$ cat src/rtl/ss_seq_pkg.sv
package ss_seq_pkg;
  typedef enum logic [2:0] {
    SQ_PORWAIT = 3'd0,
    SQ_IDLE    = 3'd1,
    SQ_RAMP    = 3'd2,
    SQ_SETTLE  = 3'd3,
    SQ_TRACK   = 3'd4
  } sq_state_t;
endpackage

$ cat src/rtl/ss_vid_map.sv
module ss_vid_map #(
  parameter int VID_W      = 7,
  parameter int REF_W      = 12,
  parameter int TOP_CODE   = 3000,
  parameter int FLOOR_CODE = 600,
  parameter int VID_STEP   = 25
) (
  input  logic [VID_W-1:0] vid,
  output logic [REF_W-1:0] target
);
  localparam int FLOOR_IDX = (TOP_CODE - FLOOR_CODE) / VID_STEP;

  always_comb begin
    if (int'(vid) >= FLOOR_IDX) target = REF_W'(FLOOR_CODE);
    else                        target = REF_W'(TOP_CODE - int'(vid) * VID_STEP);
  end

  always_comb begin
    AST_VID_TARGET_RANGE: assert (int'(target) >= FLOOR_CODE && int'(target) <= TOP_CODE);
  end
endmodule

$ cat src/rtl/ss_ref_step.sv
module ss_ref_step #(
  parameter int REF_W = 12,
  parameter int RATE  = 5
) (
  input  logic [REF_W-1:0] cur,
  input  logic [REF_W-1:0] goal,
  output logic [REF_W-1:0] nxt
);
  logic [REF_W:0]   up_sum;
  logic [REF_W-1:0] gap;

  always_comb begin
    up_sum = {1'b0, cur} + (REF_W+1)'(RATE);
    gap    = '0;
    nxt    = cur;
    if (cur < goal) begin
      if (up_sum >= {1'b0, goal}) nxt = goal;
      else                        nxt = up_sum[REF_W-1:0];
    end else if (cur > goal) begin
      gap = cur - goal;
      if (gap <= REF_W'(RATE)) nxt = goal;
      else                     nxt = cur - REF_W'(RATE);
    end
  end
endmodule

$ cat src/rtl/ss_settle_gate.sv
module ss_settle_gate #(
  parameter int SETTLE_CYC = 13
) (
  input  logic clk,
  input  logic rst_n,
  input  logic arm,
  input  logic in_win,
  input  logic cyc,
  output logic done
);
  localparam int CW = $clog2(SETTLE_CYC + 1);

  logic [CW-1:0] cnt_q, cnt_d;

  always_comb begin
    cnt_d = cnt_q;
    done  = 1'b0;
    if (!arm || !in_win) begin
      cnt_d = '0;
    end else if (cyc) begin
      if (cnt_q == CW'(SETTLE_CYC - 1)) begin
        done  = 1'b1;
        cnt_d = '0;
      end else begin
        cnt_d = cnt_q + 1'b1;
      end
    end
  end

  always_ff @(posedge clk or negedge rst_n) begin
    if (!rst_n) cnt_q <= '0;
    else        cnt_q <= cnt_d;
  end

  AST_SETTLE_BREAK: assert property (@(posedge clk) disable iff (!rst_n)
    (arm && !in_win) |=> (cnt_q == '0));
  AST_SETTLE_CNT_RANGE: assert property (@(posedge clk) disable iff (!rst_n)
    int'(cnt_q) < SETTLE_CYC);
endmodule

$ cat src/rtl/soft_start_seq.sv
module soft_start_seq
  import ss_seq_pkg::*;
#(
  parameter int VID_W      = 7,
  parameter int REF_W      = 12,
  parameter int TOP_CODE   = 3000,
  parameter int FLOOR_CODE = 600,
  parameter int VID_STEP   = 25,
  parameter int BOOT_CODE  = 2200,
  parameter int RAMP_STEP  = 5,
  parameter int SLEW_STEP  = 10,
  parameter int SETTLE_CYC = 13,
  parameter int POR_DLY    = 120,
  parameter int PG_DLY     = 7000
) (
  input  logic             clk,
  input  logic             rst_n,
  input  logic             por_ok,
  input  logic             vr_enable,
  input  logic             us_tick,
  input  logic             sw_cycle,
  input  logic             vout_in_window,
  input  logic [VID_W-1:0] vid,
  output logic [REF_W-1:0] ref_code,
  output logic             clk_en_n,
  output logic             pgood
);
  localparam int PW = $clog2(POR_DLY + 1);
  localparam int GW = $clog2(PG_DLY + 1);
  localparam logic [REF_W-1:0] BOOT_REF = REF_W'(BOOT_CODE);

  sq_state_t        st_q, st_d;
  logic [REF_W-1:0] ref_q, ref_d;
  logic [PW-1:0]    por_cnt_q, por_cnt_d;
  logic [GW-1:0]    pg_cnt_q, pg_cnt_d;
  logic             pgood_q, pgood_d;

  logic [REF_W-1:0] vid_target, ramp_nxt, slew_nxt;
  logic             settle_done, in_seq;

  ss_vid_map #(
    .VID_W(VID_W), .REF_W(REF_W), .TOP_CODE(TOP_CODE),
    .FLOOR_CODE(FLOOR_CODE), .VID_STEP(VID_STEP)
  ) u_vid_map (
    .vid(vid), .target(vid_target)
  );

  ss_ref_step #(.REF_W(REF_W), .RATE(RAMP_STEP)) u_ramp_step (
    .cur(ref_q), .goal(BOOT_REF), .nxt(ramp_nxt)
  );

  ss_ref_step #(.REF_W(REF_W), .RATE(SLEW_STEP)) u_slew_step (
    .cur(ref_q), .goal(vid_target), .nxt(slew_nxt)
  );

  ss_settle_gate #(.SETTLE_CYC(SETTLE_CYC)) u_settle (
    .clk(clk), .rst_n(rst_n), .arm(st_q == SQ_SETTLE),
    .in_win(vout_in_window), .cyc(sw_cycle), .done(settle_done)
  );

  assign in_seq = (st_q == SQ_RAMP) || (st_q == SQ_SETTLE) || (st_q == SQ_TRACK);

  always_comb begin
    st_d      = st_q;
    ref_d     = ref_q;
    por_cnt_d = por_cnt_q;
    pg_cnt_d  = pg_cnt_q;
    pgood_d   = pgood_q;

    if (in_seq && us_tick && pg_cnt_q != GW'(PG_DLY))
      pg_cnt_d = pg_cnt_q + 1'b1;

    case (st_q)
      SQ_PORWAIT: begin
        ref_d    = '0;
        pgood_d  = 1'b0;
        pg_cnt_d = '0;
        if (us_tick) begin
          if (por_cnt_q == PW'(POR_DLY - 1)) begin
            st_d      = SQ_IDLE;
            por_cnt_d = '0;
          end else begin
            por_cnt_d = por_cnt_q + 1'b1;
          end
        end
      end
      SQ_IDLE: begin
        ref_d    = '0;
        pgood_d  = 1'b0;
        pg_cnt_d = '0;
        if (vr_enable) st_d = SQ_RAMP;
      end
      SQ_RAMP: begin
        if (ref_q == BOOT_REF) st_d  = SQ_SETTLE;
        else if (us_tick)      ref_d = ramp_nxt;
      end
      SQ_SETTLE: begin
        if (settle_done) st_d = SQ_TRACK;
      end
      SQ_TRACK: begin
        if (us_tick) ref_d = slew_nxt;
        if (pg_cnt_q == GW'(PG_DLY)) pgood_d = 1'b1;
      end
      default: st_d = SQ_PORWAIT;
    endcase

    if (!por_ok) begin
      st_d      = SQ_PORWAIT;
      por_cnt_d = '0;
      ref_d     = '0;
      pg_cnt_d  = '0;
      pgood_d   = 1'b0;
    end else if (!vr_enable && in_seq) begin
      st_d     = SQ_IDLE;
      ref_d    = '0;
      pg_cnt_d = '0;
      pgood_d  = 1'b0;
    end
  end

  always_ff @(posedge clk or negedge rst_n) begin
    if (!rst_n) begin
      st_q      <= SQ_PORWAIT;
      ref_q     <= '0;
      por_cnt_q <= '0;
      pg_cnt_q  <= '0;
      pgood_q   <= 1'b0;
    end else begin
      st_q      <= st_d;
      ref_q     <= ref_d;
      por_cnt_q <= por_cnt_d;
      pg_cnt_q  <= pg_cnt_d;
      pgood_q   <= pgood_d;
    end
  end

  assign ref_code = ref_q;
  assign clk_en_n = (st_q != SQ_TRACK);
  assign pgood    = pgood_q;

  AST_RAMP_NO_OVERSHOOT: assert property (@(posedge clk) disable iff (!rst_n)
    (st_q == SQ_RAMP) |=> (ref_q <= BOOT_REF));
  AST_CLKEN_AT_BOOT: assert property (@(posedge clk) disable iff (!rst_n)
    $fell(clk_en_n) |-> (ref_q == BOOT_REF));
  AST_PG_NEEDS_CLKEN: assert property (@(posedge clk) disable iff (!rst_n)
    pgood |-> !clk_en_n);
  AST_QUIET_ON_POR_LOSS: assert property (@(posedge clk) disable iff (!rst_n)
    !por_ok |=> (ref_q == '0 && clk_en_n && !pgood));
  AST_SLEW_LIMIT: assert property (@(posedge clk) disable iff (!rst_n)
    (st_q == SQ_TRACK && $past(st_q) == SQ_TRACK) |->
      (({1'b0, ref_q} <= {1'b0, $past(ref_q)} + (REF_W+1)'(SLEW_STEP)) &&
       ({1'b0, $past(ref_q)} <= {1'b0, ref_q} + (REF_W+1)'(SLEW_STEP))));
endmodule

$ cat config.mk
export PLATFORM = sky130hd
export DESIGN_NAME = soft_start_seq
export DESIGN_NICKNAME = d
export VERILOG_FILES = /design/src/rtl/ss_seq_pkg.sv /design/src/rtl/ss_vid_map.sv /design/src/rtl/ss_ref_step.sv /design/src/rtl/ss_settle_gate.sv /design/src/rtl/soft_start_seq.sv
export SDC_FILE = /design/constraint.sdc
export NUM_CORES = 1
export LEC_CHECK = 0
export BUFFER_PORTS_ARGS = -buffer_cell sky130_fd_sc_hd__buf_2
export CAP_MARGIN = 20
export CORE_UTILIZATION = 50
export CTS_CLUSTER_DIAMETER = 100
export DETAILED_ROUTE_END_ITERATION = 10
export PLACE_DENSITY = 0.67
export SLEW_MARGIN = 30
export SYNTH_ARGS = -nofsm -noshare
export SYNTH_HDL_FRONTEND = slang
export SYNTH_HIERARCHICAL = 1
export SYNTH_SLANG_ARGS = --single-unit
$ cat constraint.sdc
create_clock -name clk -period 5.6 [get_ports clk]
set_input_delay 1.12 -clock clk [delete_from_list [all_inputs] [get_ports clk]]
set_output_delay 1.12 -clock clk [all_outputs]
set_load 0.005 [all_outputs]
# == Word-level counts from Yosys, hierarchy flattened ==
# Index checks and enable logic that the tools add are counted.
# word_totals
regBits,40
in_bits,14
out_inout_bits,14
word_cells,110
# op_classes
addsub,10
n_mul,1
magnitude_cmp,9
n_eq_ne,27
muxes,41
n_reduce_logical,16
# ops
op,count
12-bit two-way mux,14
13-bit two-way mux,4
12-bit case mux with 3 select lines,1
7-bit two-way mux,4
3-bit two-way mux,7
"4-bit by 2-bit != test with 1-bit output, second input constant",4
"4-bit != test, second input constant",4
"5-bit by 2-bit != test with 1-bit output, second input constant",3
3-bit case mux with 5 select lines,1
"12-bit by 3-bit adder with 13-bit output, second input constant",1
"12-bit by 4-bit adder with 13-bit output, second input constant",1
"13-bit by 1-bit adder with 13-bit output, second input constant",1
"13-bit equality test, second input constant",1
13-bit by 12-bit >= comparator with 1-bit output,1
"13-bit by 12-bit >= comparator with 1-bit output, second input constant",1
"13-bit != test, second input constant",1
"12-bit equality test, second input constant",1
12-bit > comparator,1
"12-bit > comparator, second input constant",1
"12-bit by 3-bit <= comparator with 1-bit output, second input constant",1
"12-bit by 4-bit <= comparator with 1-bit output, second input constant",1
12-bit < comparator,1
"12-bit < comparator, second input constant",1
"7-bit by 5-bit multiplier with 12-bit output, second input constant",1
28 further kinds,47

# == Depth between registers and ports, before layout ==
# depth
word_depth,12
depth_mapped,26
mapped_depth_nobuf,25

# == By module ==
# Netlist, hierarchy kept.
# modules_own_cells
module,instances,cells_per_inst,area_per_inst_um2,seq_area_each_um2
soft_start_seq,1,216,2075.7,900.9
ss_ref_step at u_ramp_step,1,291,1953.1,0.0
ss_ref_step at u_slew_step,1,284,1945.6,0.0
ss_vid_map,1,108,845.8,0.0
ss_settle_gate,1,26,226.5,100.1

# == Least setup slack after synthesis ==
# Ideal clock, no wire load.
# synth_timing
path_type,input to register
startpoint,input port vid[1]
endpoint,register ref_q[0] (netlist: ref_code[0])
setup_time_ns,0.132
arrival_ns,5.936
t_required_ns,5.468
path_slack_ns,-0.468
stages,23
path_buffers,0
cell_sequence,ha_1 inv_1 fa_1 inv_1 ha_1 inv_1 ha_1 a21bo_2 a211oi_2 xnor2_1 nor2_1 inv_1 ha_1 and4_4 and3_1 o311ai_1 a21oi_1 or4_4 nor3_4 a21o_1 mux2_2 a221oi_1 a2bb2oi_1
# synth_via
elab_chain_cells,12
elab_cells_between_ends,19
cone_classes,add/sub: 2; mul: 1; order compare: 5; eq/ne: 1; mux: 9; reduce/logical: 1
# synth_rtl
item,line,source
"start, declared",soft_start_seq.sv:23,"input logic [VID_W-1:0] vid,"
7-bit by 5-bit multiplier with 12-bit output,ss_vid_map.sv:15,else target = REF_W'(TOP_CODE - int'(vid) * VID_STEP);
12-bit subtractor,ss_vid_map.sv:15,
12-bit two-way mux *,ss_vid_map.sv:14,if (int'(vid) >= FLOOR_IDX) target = REF_W'(FLOOR_CODE);
via vid_target[8],soft_start_seq.sv:38,"logic [REF_W-1:0] vid_target, ramp_nxt, slew_nxt;"
12-bit subtractor,ss_ref_step.sv:20,gap = cur - goal;
12-bit by 4-bit <= comparator with 1-bit output,ss_ref_step.sv:21,if (gap <= REF_W'(RATE)) nxt = goal;
12-bit two-way mux,ss_ref_step.sv:21,
12-bit two-way mux,ss_ref_step.sv:19,end else if (cur > goal) begin
12-bit two-way mux *,ss_ref_step.sv:16,if (cur < goal) begin
via slew_nxt[0],soft_start_seq.sv:38,
12-bit two-way mux *,soft_start_seq.sv:101,if (us_tick) ref_d = slew_nxt;
12-bit case mux with 3 select lines *,soft_start_seq.sv:73,case (st_q)
12-bit two-way mux *,soft_start_seq.sv:113,end else if (!vr_enable && in_seq) begin
12-bit two-way mux *,soft_start_seq.sv:107,if (!por_ok) begin
"end signal, assigned",soft_start_seq.sv:130,ref_q <= ref_d;
"end, declared",soft_start_seq.sv:33,"logic [REF_W-1:0] ref_q, ref_d;"
# The timed path passes the listed nets; every way through them passes the cells marked *. The select of a mux whose other input is x is not followed.
# A chain may end at the register's enable or synchronous reset.

# == Final worst setup path ==
# layout_timing
startpoint,input port vid[2]
endpoint,register ref_q[0] (netlist: ref_code[0])
# Same word-level chain as after synthesis.

==> results.tsv <==
stage	metric	value	unit
synthesis	ys.flop_type	dfrtp_1	
clock_network	h-tree-depth	2	
critical_path	crit_type	in -> reg	
timing	hold_viol_final	0	
detailed_routing	post_drt_wl_per_cell	16.6	um
synthesis	synthCells	925	
synthesis	ys_warn_count	6	
timing	worst_slack	-218	ps
synthesis	avgSynthCellArea	7.62	um^2
detailed_routing	vias_per_cell	5.94	
critical_path	r2r_slack	870	ps
clock_network	cts_tree	built	
min_path	hold_path_depth	2	
power_and_ir_drop	vdd_drop_max	0.000160	V
global_route	grt_use_total	0.287	
timing	final-setup-viol-count	12	
detailed_routing	antenna_left	0	
timing	max_freq	172	MHz
detailed_routing	firstDrtPassIters	5	
critical_path	critPathRequiredTime	5740	ps
synthesis	synth.distinct_cells	99	
synthesis	synth_seq_area_share	0.142	
synthesis	yosys.area_share.simple	0.246	
timing	tightest_slew	1000	ps
critical_path	r2r_start	ref_code[0]	
power_and_ir_drop	power.density	179	nW/um^2
detailed_routing	finalWirelength	20.7	mm
floorplanning	die_w	121	um
clock_network	numCtsBuffers	5	
min_path	hp-start	por_cnt_q[1]	
finish	diodes	0	
detailed_routing	drtIter0Drc	630	
finish	final_area	8820	um^2
critical_path	crit_fanout	5	
floorplanning	die_y	121	um
clock_network	insertion_delay	280	ps
critical_path	worstSetupEndpointType	register	
synthesis	synth_seq_cells	40	
finish	final_cell_mix	buf_4, ha_1, inv_1	
floorplanning	die_area	14600	um^2
floorplanning	start_util	0.510	
timing	whs	513	ps
synthesis	synth_top_family_by_area	compound AO/OA/AOI/OAI gates	
min_path	hold_end	por_cnt_q[1]	
detailed_routing	drc_errors	0	
placed_design	gp_congestion	0.912	
finish	final_layout_size_suffix_gt1_frac	0.237	
synthesis	syn_area	7050	um^2
floorplanning	rows	43	
clock_network	clkTransAtPathRegs	60	ps
clock_network	clock-sinks	40	
synthesis	synthMuxAreaShare	0.0410	
min_path	hold_path_class	reg -> reg	
run	drv_cap	0	
timing	final-max-slew-violation-count	0	
timing	post-route-period-util	1.04	
critical_path	arrival	5960	ps
global_route	grt_overflow	0	
finish	stdcell_count	1244	
synthesis	synth_compound_area_frac	0.281	
detailed_routing	vias	7387	
critical_path	rr_endpoint	ref_code[6]	
global_route	antenna_found_initial	0	
placed_design	dp_cells	1223	
critical_path	critPathLaunchType	input port	
synthesis	ys_async_sr_fraction	1.00	
timing	slew-limit-headroom	0.331	
status	status	finished, violations left	
global_route	grt_pass1_wl	33.8	mm
timing	fin_skew	9.60	ps
synthesis	synthAdderAreaFrac	0.166	
clock_network	clockBufferDepth	2	
synthesis	synth_edf_count	0	
timing	period_needed	5820	ps
synthesis	yosys.area_share.xor_xnor	0.0497	
placed_design	io_buffers	27	
finish	syn_to_final_growth	25.2	%
floorplanning	core-area	13800	um^2
global_route	grt_max_degree	41	
timing	rsz0062_at_grt	yes	
power_and_ir_drop	p_leak	0.00410	uW
floorplanning	ios	28	
global_route	grt_pass1_vias	6866	
placed_design	hpwl	16.0	mm
status	violations	setup timing	
placed_design	placed_area	8270	um^2
finish	final_common_cell	buf_4	
clock_network	root_buffer	clkbuf_16	
finish	fin_nets	1167	
critical_path	ff2ff_path_depth	16	
[how the worst max path moves through the flow]
stage	slack [ps]	depth (start not counted)	endpoint	startpoint
after floorplan	-200	24	ref_code[8]	vid[2]
after global placement	-600	24	ref_code[10]	vid[3]
after detailed placement	-740	26	ref_code[10]	vid[2]
after CTS	-270	28	ref_code[10]	vid[2]
after global routing	-420	28	ref_code[10]	vid[2]
final	-220	26	ref_code[0]	vid[2]
[per-layer routing]
metal  global-route usage  part of all wire  up-vias
met4               0.0795             0.019        0
met2                0.496              0.48      222
met5                    0                 0        -
met3               0.0335             0.048       37
met1                0.376              0.45     3446
li1                     -                 -     3682
[cell families (layout without fill, tap and decap cells)]
family / Yosys count / in the layout
AND/OR/NAND/NOR: 320 / 320
AO/OA/AOI/OAI: 281 / 281
buffers and inverters: 124 / 233
adder cells (fa/ha/maj): 90 / 90
XOR/XNOR: 40 / 40
flip-flops: 40 / 40
multiplexers: 28 / 28
other: 2 / 32
[power by group]
| group | internal, uW | total [uW] | switching, uW | leakage (uW) |
|---|---|---|---|---|
| sequential | 292 | 296 | 3.38 | 0.000557 |
| clock | 210 | 319 | 110 | 0.0000808 |
| combinational | 483 | 966 | 483 | 0.00346 |
[state kept, by name, indices dropped and copies added, names as in the netlist]
register and count:
pg_cnt_q 13, u_settle/cnt_q 4, por_cnt_q 7, pgood 1
st_q 3, ref_code 12
[timing repair]
item                                   CTS  global route
setup endpoints to repair               12            12
setup buffers                           10             4
hold buffers                             0             0
pin swaps                               36            30
endpoints found under the hold margin    0             0
gates resized for setup                 42            19
[layout make-up]
class	instances	area [um^2]
clock buffers	6	129
clock inverters	2	35.0
fillers	1238	5010
inverters	78	295
multi-input cells	791	6050
flip-flops and latches	40	1000
well taps	180	225
repair buffers	147	1080
[critical path: stages]
cell	delay, ps
buf_8	110
ha_4	250
inv_2	30
fa_1	510
inv_2	50
ha_4	270
inv_4	30
ha_4	150
and2_4	150
o21ai_4	150
buf_6	120
a31oi_4	60
or3_1	310
a21o_1	190
inv_2	80
ha_4	230
buf_6	120
and3_4	150
o311ai_4	60
a21oi_1	100
or4_4	520
nor3_4	250
a21o_1	270
mux2_4	330
a221oi_2	210
a2bb2oi_1	100
[through the flow]
step                      power (uW)   util  TNS [ps]  setup WS (ps)
after CTS                       1550  0.630     -1800           -268
after detailed placement        1140  0.598     -7270           -743
after floorplan                  836      -     -1020           -196
after global placement          1130  0.597     -6080           -600
after global routing            1690  0.638     -4220           -420
final                           1580  0.638     -1650           -218
[cell usage after synthesis (6+ instances only)]
master / n / share of area
a221oi_1: 9 / 0.011
ha_1: 84 / 0.15
o21ai_1: 10 / 0.0071
nor2_1: 63 / 0.034
a21o_1: 11 / 0.012
nor4_1: 8 / 0.0071
a31oi_1: 7 / 0.0062
a2bb2oi_1: 8 / 0.0099
xnor2_1: 19 / 0.024
mux2_2: 6 / 0.0096
and2_1: 6 / 0.0053
a21oi_1: 67 / 0.048
or4_1: 10 / 0.011
nand2b_1: 18 / 0.016
dfrtp_1: 40 / 0.14
o31ai_1: 11 / 0.012
nand4_1: 12 / 0.011
o221ai_1: 6 / 0.0075
a211oi_1: 8 / 0.0085
inv_1: 77 / 0.041
nand3_1: 26 / 0.018
o21ai_0: 46 / 0.033
buf_2: 6 / 0.0043
xor2_1: 21 / 0.026
nor3_1: 27 / 0.019
mux2i_1: 21 / 0.030
or3_1: 14 / 0.012
o211ai_1: 11 / 0.012
nand2_1: 69 / 0.037
and3_1: 13 / 0.012
clkbuf_1: 32 / 0.017
fa_1: 6 / 0.017
and4_1: 6 / 0.0075
nor2b_1: 14 / 0.012
Note: power is estimated with default switching activity, not from simulation.
